`src/rtl/dma_irq_pkg.sv`:
```
package dma_irq_pkg;
  localparam int NSRC = 3;

  typedef enum logic [1:0] {
    SRC_DONE  = 2'd0,
    SRC_STALL = 2'd1,
    SRC_NFB   = 2'd2
  } src_e;

  typedef enum logic [1:0] {
    RGN_CTRL = 2'b00,
    RGN_STAT = 2'b01,
    RGN_GLB  = 2'b10,
    RGN_NONE = 2'b11
  } rgn_e;
endpackage

```
`src/rtl/dma_irq_chan.sv`:
```
module dma_irq_chan
  import dma_irq_pkg::*;
(
  input  logic            clk_i,
  input  logic            rst_ni,
  input  logic [NSRC-1:0] evt_i,
  input  logic            en_we_i,
  input  logic            clr_we_i,
  input  logic [NSRC-1:0] wdata_i,
  output logic [NSRC-1:0] en_o,
  output logic [NSRC-1:0] raw_o,
  output logic            irq_o
);
  logic [NSRC-1:0] en_q, raw_q, clr_mask;

  assign clr_mask = clr_we_i ? wdata_i : '0;

  always_ff @(posedge clk_i or negedge rst_ni) begin
    if (!rst_ni) begin
      en_q  <= '0;
      raw_q <= '0;
    end else begin
      if (en_we_i) en_q <= wdata_i;
      // set beats clear
      raw_q <= (raw_q & ~clr_mask) | evt_i;
    end
  end

  assign en_o  = en_q;
  assign raw_o = raw_q;
  assign irq_o = |(raw_q & en_q);


  evt_sets_chk: assert property (@(posedge clk_i) disable iff (!rst_ni)
    (|evt_i) |=> ((raw_q & $past(evt_i)) == $past(evt_i)));


  raw_hold_chk: assert property (@(posedge clk_i) disable iff (!rst_ni)
    !clr_we_i |=> ((~raw_q & $past(raw_q)) == '0));


  clear_chk: assert property (@(posedge clk_i) disable iff (!rst_ni)
    (clr_we_i && |(wdata_i & ~evt_i)) |=> ((raw_q & $past(wdata_i & ~evt_i)) == '0));


  en_hold_chk: assert property (@(posedge clk_i) disable iff (!rst_ni)
    !en_we_i |=> $stable(en_q));
endmodule

```
`src/rtl/dma_irq_regif.sv`:
```
module dma_irq_regif
  import dma_irq_pkg::*;
#(
  parameter int N_CH   = 12,
  parameter int ADDR_W = 6,
  parameter int DATA_W = 16
) (
  input  logic                       clk_i,
  input  logic                       rst_ni,
  input  logic                       re_i,
  input  logic                       we_i,
  input  logic [ADDR_W-1:0]          addr_i,
  input  logic [N_CH-1:0][NSRC-1:0]  en_i,
  input  logic [N_CH-1:0][NSRC-1:0]  raw_i,
  input  logic [N_CH-1:0]            irq_i,
  output logic [N_CH-1:0]            en_we_o,
  output logic [N_CH-1:0]            clr_we_o,
  output logic [DATA_W-1:0]          rdata_o
);
  localparam int IDX_W = ADDR_W - 2;

  rgn_e             rgn;
  logic [IDX_W-1:0] idx;
  logic             idx_ok, glb_hit, mapped;
  logic [DATA_W-1:0] rd_nxt, rdata_q;

  assign rgn     = rgn_e'(addr_i[ADDR_W-1 -: 2]);
  assign idx     = addr_i[IDX_W-1:0];
  assign idx_ok  = int'(idx) < N_CH;
  assign glb_hit = (rgn == RGN_GLB) && (idx == '0);
  assign mapped  = glb_hit || (idx_ok && (rgn == RGN_CTRL || rgn == RGN_STAT));

  for (genvar c = 0; c < N_CH; c++) begin : g_we
    assign en_we_o[c]  = we_i && (rgn == RGN_CTRL) && (idx == IDX_W'(c));
    assign clr_we_o[c] = we_i && (rgn == RGN_STAT) && (idx == IDX_W'(c));
  end

  always_comb begin
    rd_nxt = '0;
    if (glb_hit) begin
      rd_nxt[N_CH-1:0] = irq_i;
    end else if (idx_ok) begin
      if (rgn == RGN_CTRL)      rd_nxt[NSRC-1:0] = en_i[idx];
      else if (rgn == RGN_STAT) rd_nxt[NSRC-1:0] = raw_i[idx];
    end
  end

  always_ff @(posedge clk_i or negedge rst_ni) begin
    if (!rst_ni)   rdata_q <= '0;
    else if (re_i) rdata_q <= rd_nxt;
  end

  assign rdata_o = rdata_q;


  glb_rd_chk: assert property (@(posedge clk_i) disable iff (!rst_ni)
    (re_i && glb_hit) |=> (rdata_o[N_CH-1:0] == $past(irq_i)));


  unmapped_rd_chk: assert property (@(posedge clk_i) disable iff (!rst_ni)
    (re_i && !mapped) |=> (rdata_o == '0));


  rd_hold_chk: assert property (@(posedge clk_i) disable iff (!rst_ni)
    !re_i |=> $stable(rdata_o));
endmodule

```
`src/rtl/dma_irq_agg.sv`:
```
module dma_irq_agg
  import dma_irq_pkg::*;
#(
  parameter int N_CH   = 12,
  parameter int ADDR_W = 6,
  parameter int DATA_W = 16
) (
  input  logic              clk_i,
  input  logic              rst_ni,
  input  logic [N_CH-1:0]   evt_done_i,
  input  logic [N_CH-1:0]   evt_stall_i,
  input  logic [N_CH-1:0]   evt_nfb_i,
  input  logic              reg_re_i,
  input  logic              reg_we_i,
  input  logic [ADDR_W-1:0] reg_addr_i,
  input  logic [NSRC-1:0]   reg_wdata_i,
  output logic [DATA_W-1:0] reg_rdata_o,
  output logic [N_CH-1:0]   irq_o
);
  logic [N_CH-1:0][NSRC-1:0] en, raw;
  logic [N_CH-1:0]           en_we, clr_we;

  for (genvar c = 0; c < N_CH; c++) begin : g_ch
    logic [NSRC-1:0] evt;
    always_comb begin
      evt = '0;
      evt[SRC_DONE]  = evt_done_i[c];
      evt[SRC_STALL] = evt_stall_i[c];
      evt[SRC_NFB]   = evt_nfb_i[c];
    end

    dma_irq_chan u_chan (
      .clk_i    (clk_i),
      .rst_ni   (rst_ni),
      .evt_i    (evt),
      .en_we_i  (en_we[c]),
      .clr_we_i (clr_we[c]),
      .wdata_i  (reg_wdata_i),
      .en_o     (en[c]),
      .raw_o    (raw[c]),
      .irq_o    (irq_o[c])
    );
  end

  dma_irq_regif #(
    .N_CH   (N_CH),
    .ADDR_W (ADDR_W),
    .DATA_W (DATA_W)
  ) u_regif (
    .clk_i    (clk_i),
    .rst_ni   (rst_ni),
    .re_i     (reg_re_i),
    .we_i     (reg_we_i),
    .addr_i   (reg_addr_i),
    .en_i     (en),
    .raw_i    (raw),
    .irq_i    (irq_o),
    .en_we_o  (en_we),
    .clr_we_o (clr_we),
    .rdata_o  (reg_rdata_o)
  );


  rst_quiet_chk: assert property (@(posedge clk_i)
    !rst_ni |=> (irq_o == '0));


  en_drop_chk: assert property (@(posedge clk_i) disable iff (!rst_ni)
    (reg_we_i && reg_addr_i == '0 && reg_wdata_i == '0 && evt_done_i == '0)
      |=> !irq_o[0]);
endmodule

```
`config.mk`:
```
export PLATFORM = sky130hd
export DESIGN_NAME = dma_irq_agg
export DESIGN_NICKNAME = d
export VERILOG_FILES = /design/src/rtl/dma_irq_pkg.sv /design/src/rtl/dma_irq_chan.sv /design/src/rtl/dma_irq_regif.sv /design/src/rtl/dma_irq_agg.sv
export SDC_FILE = /design/constraint.sdc
export NUM_CORES = 1
export LEC_CHECK = 0
export ABC_CLOCK_PERIOD_IN_PS = 1800
export BUFFER_PORTS_ARGS = -buffer_cell sky130_fd_sc_hd__buf_4
export CAP_MARGIN = 30
export CORE_MARGIN = 2
export CORE_UTILIZATION = 55
export CTS_CLUSTER_DIAMETER = 120
export CTS_CLUSTER_SIZE = 14
export DETAILED_ROUTE_END_ITERATION = 7
export PLACE_DENSITY_LB_ADDON = 0.3
export SLEW_MARGIN = 20
export SYNTH_ARGS = -nofsm -noshare
export SYNTH_HDL_FRONTEND = slang
export SYNTH_SLANG_ARGS = --single-unit
```
`constraint.sdc`:
```
create_clock -name clk_i -period 1.8 [get_ports clk_i]
set_input_delay 0.36 -clock clk_i [delete_from_list [all_inputs] [get_ports clk_i]]
set_output_delay 0.36 -clock clk_i [all_outputs]
set_load 0.1 [all_outputs]
```
==> metrics.md <==
| Metric | Value |
|---|---|
| RSZ-0062 raised after global routing | true |
| Largest family of logic cells by synthesized area | multiplexers |
| Clock-pin slew on the worst setup and hold paths | ~0.08 ns |
| Gr ovfl total | 0 |
| Core area | between 7000 and 8000 µm² |
| Pwr Density | about 1000 nW/µm² |
| DRT iter0 DRCs | roughly 360 |
| Layout cells sized above 1 | 0.389 |
| Final wirelength | between 10 and 15 mm |
| Primary FF master, synth | dfrtp_1 |
| Avg Cell Area, Syn | about 11 µm² |
| EDFF count, synth | 0 |
| Crit start category | register |
| CP Max Fanout | 2 |
| Adder-cell share of the synthesized area | 0 |
| Post-Synthesis Cells | between 300 and 400 |
| Share of the clock period used by the worst path | 1.10 |
| Yosys warns | 0 |
| Distinct cell type count after synthesis | 39 |
| Crit path time final | approximately 2.0 ns |
| H-tree Lvls | 3 |
| Crit Path Class | register to output port |
| Global-route wire length before repair | between 15 and 20 mm |
| GRT Util Overall | 0.295 |
| Setup TNS | -0.274 ns |
| Yosys top cell by area | dfrtp_1 |
| Most common cell after layout, fill and taps aside | buf_4 |
| Die Area | 8580 µm² |
| Initial antenna violation count | 0 |
| Largest net degree at the start of global routing | 37 |
| Post-synthesis mux area share | 0.196 |
| RR Endpoint | u_regif.rdata_o[2]$_DFFE_PN0P_ |
| Critical path's largest stage delay | 0.49 ns |
| WHS Path Cells | 2 |
| Worst Hold End | g_ch[1].u_chan.raw_o[2]$_DFF_PN0_ |
| Simple-Gate Fraction of Synth Area | 0.139 |
| P_leak | around 0.0023 µW |
| Seq/Total Area, Yosys | 0.487 |
| # IOs | 77 |
| Port Buf Inserts | 72 |
| Clk Latency, worst-skew pair | roughly 0.37 ns |
| Compound-Gate Fraction of Synth Area | 0.112 |
| Achievable Freq | around 510 MHz |
| Row count | 32 |
| Startpoint of the worst hold path | evt_nfb_i[1] |
| Outcome | finished, violations left |
| Final nets | 528 |
| Share of the synthesized area in the top cell type | 0.487 |
| DRT Pass-1 Iters | 5 |
| Placed wire-length estimate | approximately 8.4 mm |
| TritonCTS clock tree | done |
| Mapped Area | ~4300 µm² |
| Final worst setup slack | -0.179 ns |
| Final setup fails | 3 |
| WL/cell | 19.8 µm |
| Die X | between 90 and 100 µm |
| RePlAce Congestion | between 0.8 and 0.9 |
| Commonest cells after routing, fill and taps aside | buf_4 (105), dfrtp_1 (83), nand2_1 (67), a21o_1 (36), mux2_2 (35) |
| Worst path required time | approximately 1.4 ns |
| CTS sink count | 84 |
| Diode count | 0 |
| Inserted Clock Buffers | 9 |
| Vias | 3515 |
| Critical Path Sink Type | output port |
| Final Skew | 0.00890 ns |
| Worst path slowest cell | a222oi_1 |
| Synth top area cells | dfrtp_1 (49%), mux2_2 (9.1%), mux4_2 (7.3%) |
| Crit-path cells | a222oi_1, inv_1, buf_12 |
| HP Class | input pin to register |
| Max-cap violation count | 0 |
| Number of global-route vias before repair | 3578 |
| Antenna viol nets, final | 0 |
| Final Max Slew Viols | 0 |
| DRC Markers | 0 |
| Final Hold Viols | 0 |
| Area grow syn2layout | 24.7% |
| Peak supply drop | 1.11 mV |
| Clk Tree Root Cell | clkbuf_8 |
| Max clock buf depth | 2 |
| Routed vias/inst | between 6 and 7 |
| Finished Core Util | 0.704 |
| Xor/xnor share of the synthesized area | 0 |
| R2R depth | 4 |
| RR Startpoint | g_ch[9].u_chan.raw_o[2]$_DFF_PN0_ |
| CP arrival | 1.62 ns |
| Starting density of the core | 0.565 |
| Synth Register Bits | 84 |
| Die H | about 93 µm |
| Failing checks | negative setup slack |
| Async S/R FF share, synth | 1.00 |
| Total power | about 5200 µW |
| Flop2flop setup slack | 0.08 ns |
[registers in the layout (all words and copies together), names as in the netlist]
register           flops
u_regif.rdata_o       12
g_ch.u_chan.en_o      36
g_ch.u_chan.raw_o     36
[area by class of cell]
class,count,area (µm²)
fill,574,2260
sequential,84,2100
multi-input combinational,256,1950
timing repair buffer,114,932
clock buffer,10,138
tap,102,128
clock inverter,5,85.1
inverter,14,52.6
[synthesized netlist by cell type (2+ instances only)]
library cell / instances
clkbuf_1: 10
dfrtp_1: 84
or3b_2: 2
nor2_1: 11
mux4_1: 2
mux2i_1: 4
a222oi_1: 3
a22oi_1: 10
a21o_1: 36
nor3_1: 10
nand2_1: 67
nand3_1: 12
mux2_2: 35
buf_2: 5
mux4_2: 14
mux2_4: 3
buf_1: 3
buf_4: 16
nand2b_1: 5
nand4_1: 3
nor2b_1: 2
a221oi_1: 2
nor4_1: 8
inv_1: 14
nand3b_1: 2
a32oi_1: 2
o21ai_0: 9
buf_6: 3
[per-stage QoR]
step	worst slack (ns)	hold slack [ns]	area [µm²]	std cells
finish	-0.179	0.167	5390	585
floorplan	0.0140	0.0644	4330	391
detailed placement	-0.0885	0.293	5030	558
CTS	-0.0933	0.155	5360	583
global route	-0.187	0.164	5390	585
global placement	-0.0657	0.289	5030	558
[worst max path at each step]
| stage | slack (ns) | start | to |
|---|---|---|---|
| after global placement | -0.07 | reg_addr_i[5] | g_ch[11].u_chan.en_o[0]$_DFFE_PN0P_ |
| after CTS | -0.09 | g_ch[2].u_chan.en_o[1]$_DFFE_PN0P_ | irq_o[2] |
| final | -0.18 | g_ch[2].u_chan.raw_o[1]$_DFF_PN0_ | irq_o[2] |
| after detailed placement | -0.09 | reg_addr_i[5] | g_ch[11].u_chan.en_o[0]$_DFFE_PN0P_ |
| after global routing | -0.19 | g_ch[2].u_chan.raw_o[1]$_DFF_PN0_ | irq_o[2] |
| after floorplan | 0.01 | reg_addr_i[0] | g_ch[0].u_chan.en_o[0]$_DFFE_PN0P_ |
[kinds of logic (layout without fill, tap and decap cells)]
kind of cell	after synthesis	in the layout
mux	58	58
compound gates	66	66
simple gates	128	128
buf+inv	51	143
flops	84	84
other cells	1	4
[worst max-delay path: cells and delay by family, from the launching register on]
kind	cells	cell delay (ns)
DFF	1	0.39
AOI/OAI and AO/OA	1	0.49
buffers and inverters	2	0.37
[per-layer routing]
layer / global-route usage / share of wire / up-vias
li1: - / - / 1555
met1: 0.401 / 0.41 / 1750
met2: 0.480 / 0.49 / 186
met3: 0.0513 / 0.083 / 24
met4: 0.107 / 0.023 / 0
met5: 0 / 0 / -
[report_power, final]
part	leakage (µW)	internal, µW	switching [µW]
combinational	0.00123	526	1060
sequential	0.000959	2000	106
clock	0.000109	819	718
[what timing repair did]
action | 4_1_cts | 5_1_grt
hold endpoints to repair | 25 | 0
setup endpoints to repair | 3 | 5
hold buffers | 1 | 0
pin swaps | 3 | 3
gates resized for setup | 8 | 3
buffers inserted | 9 | 2
gates cloned | 0 | 0
No activity file was read; power rests on OpenSTA's default activity.
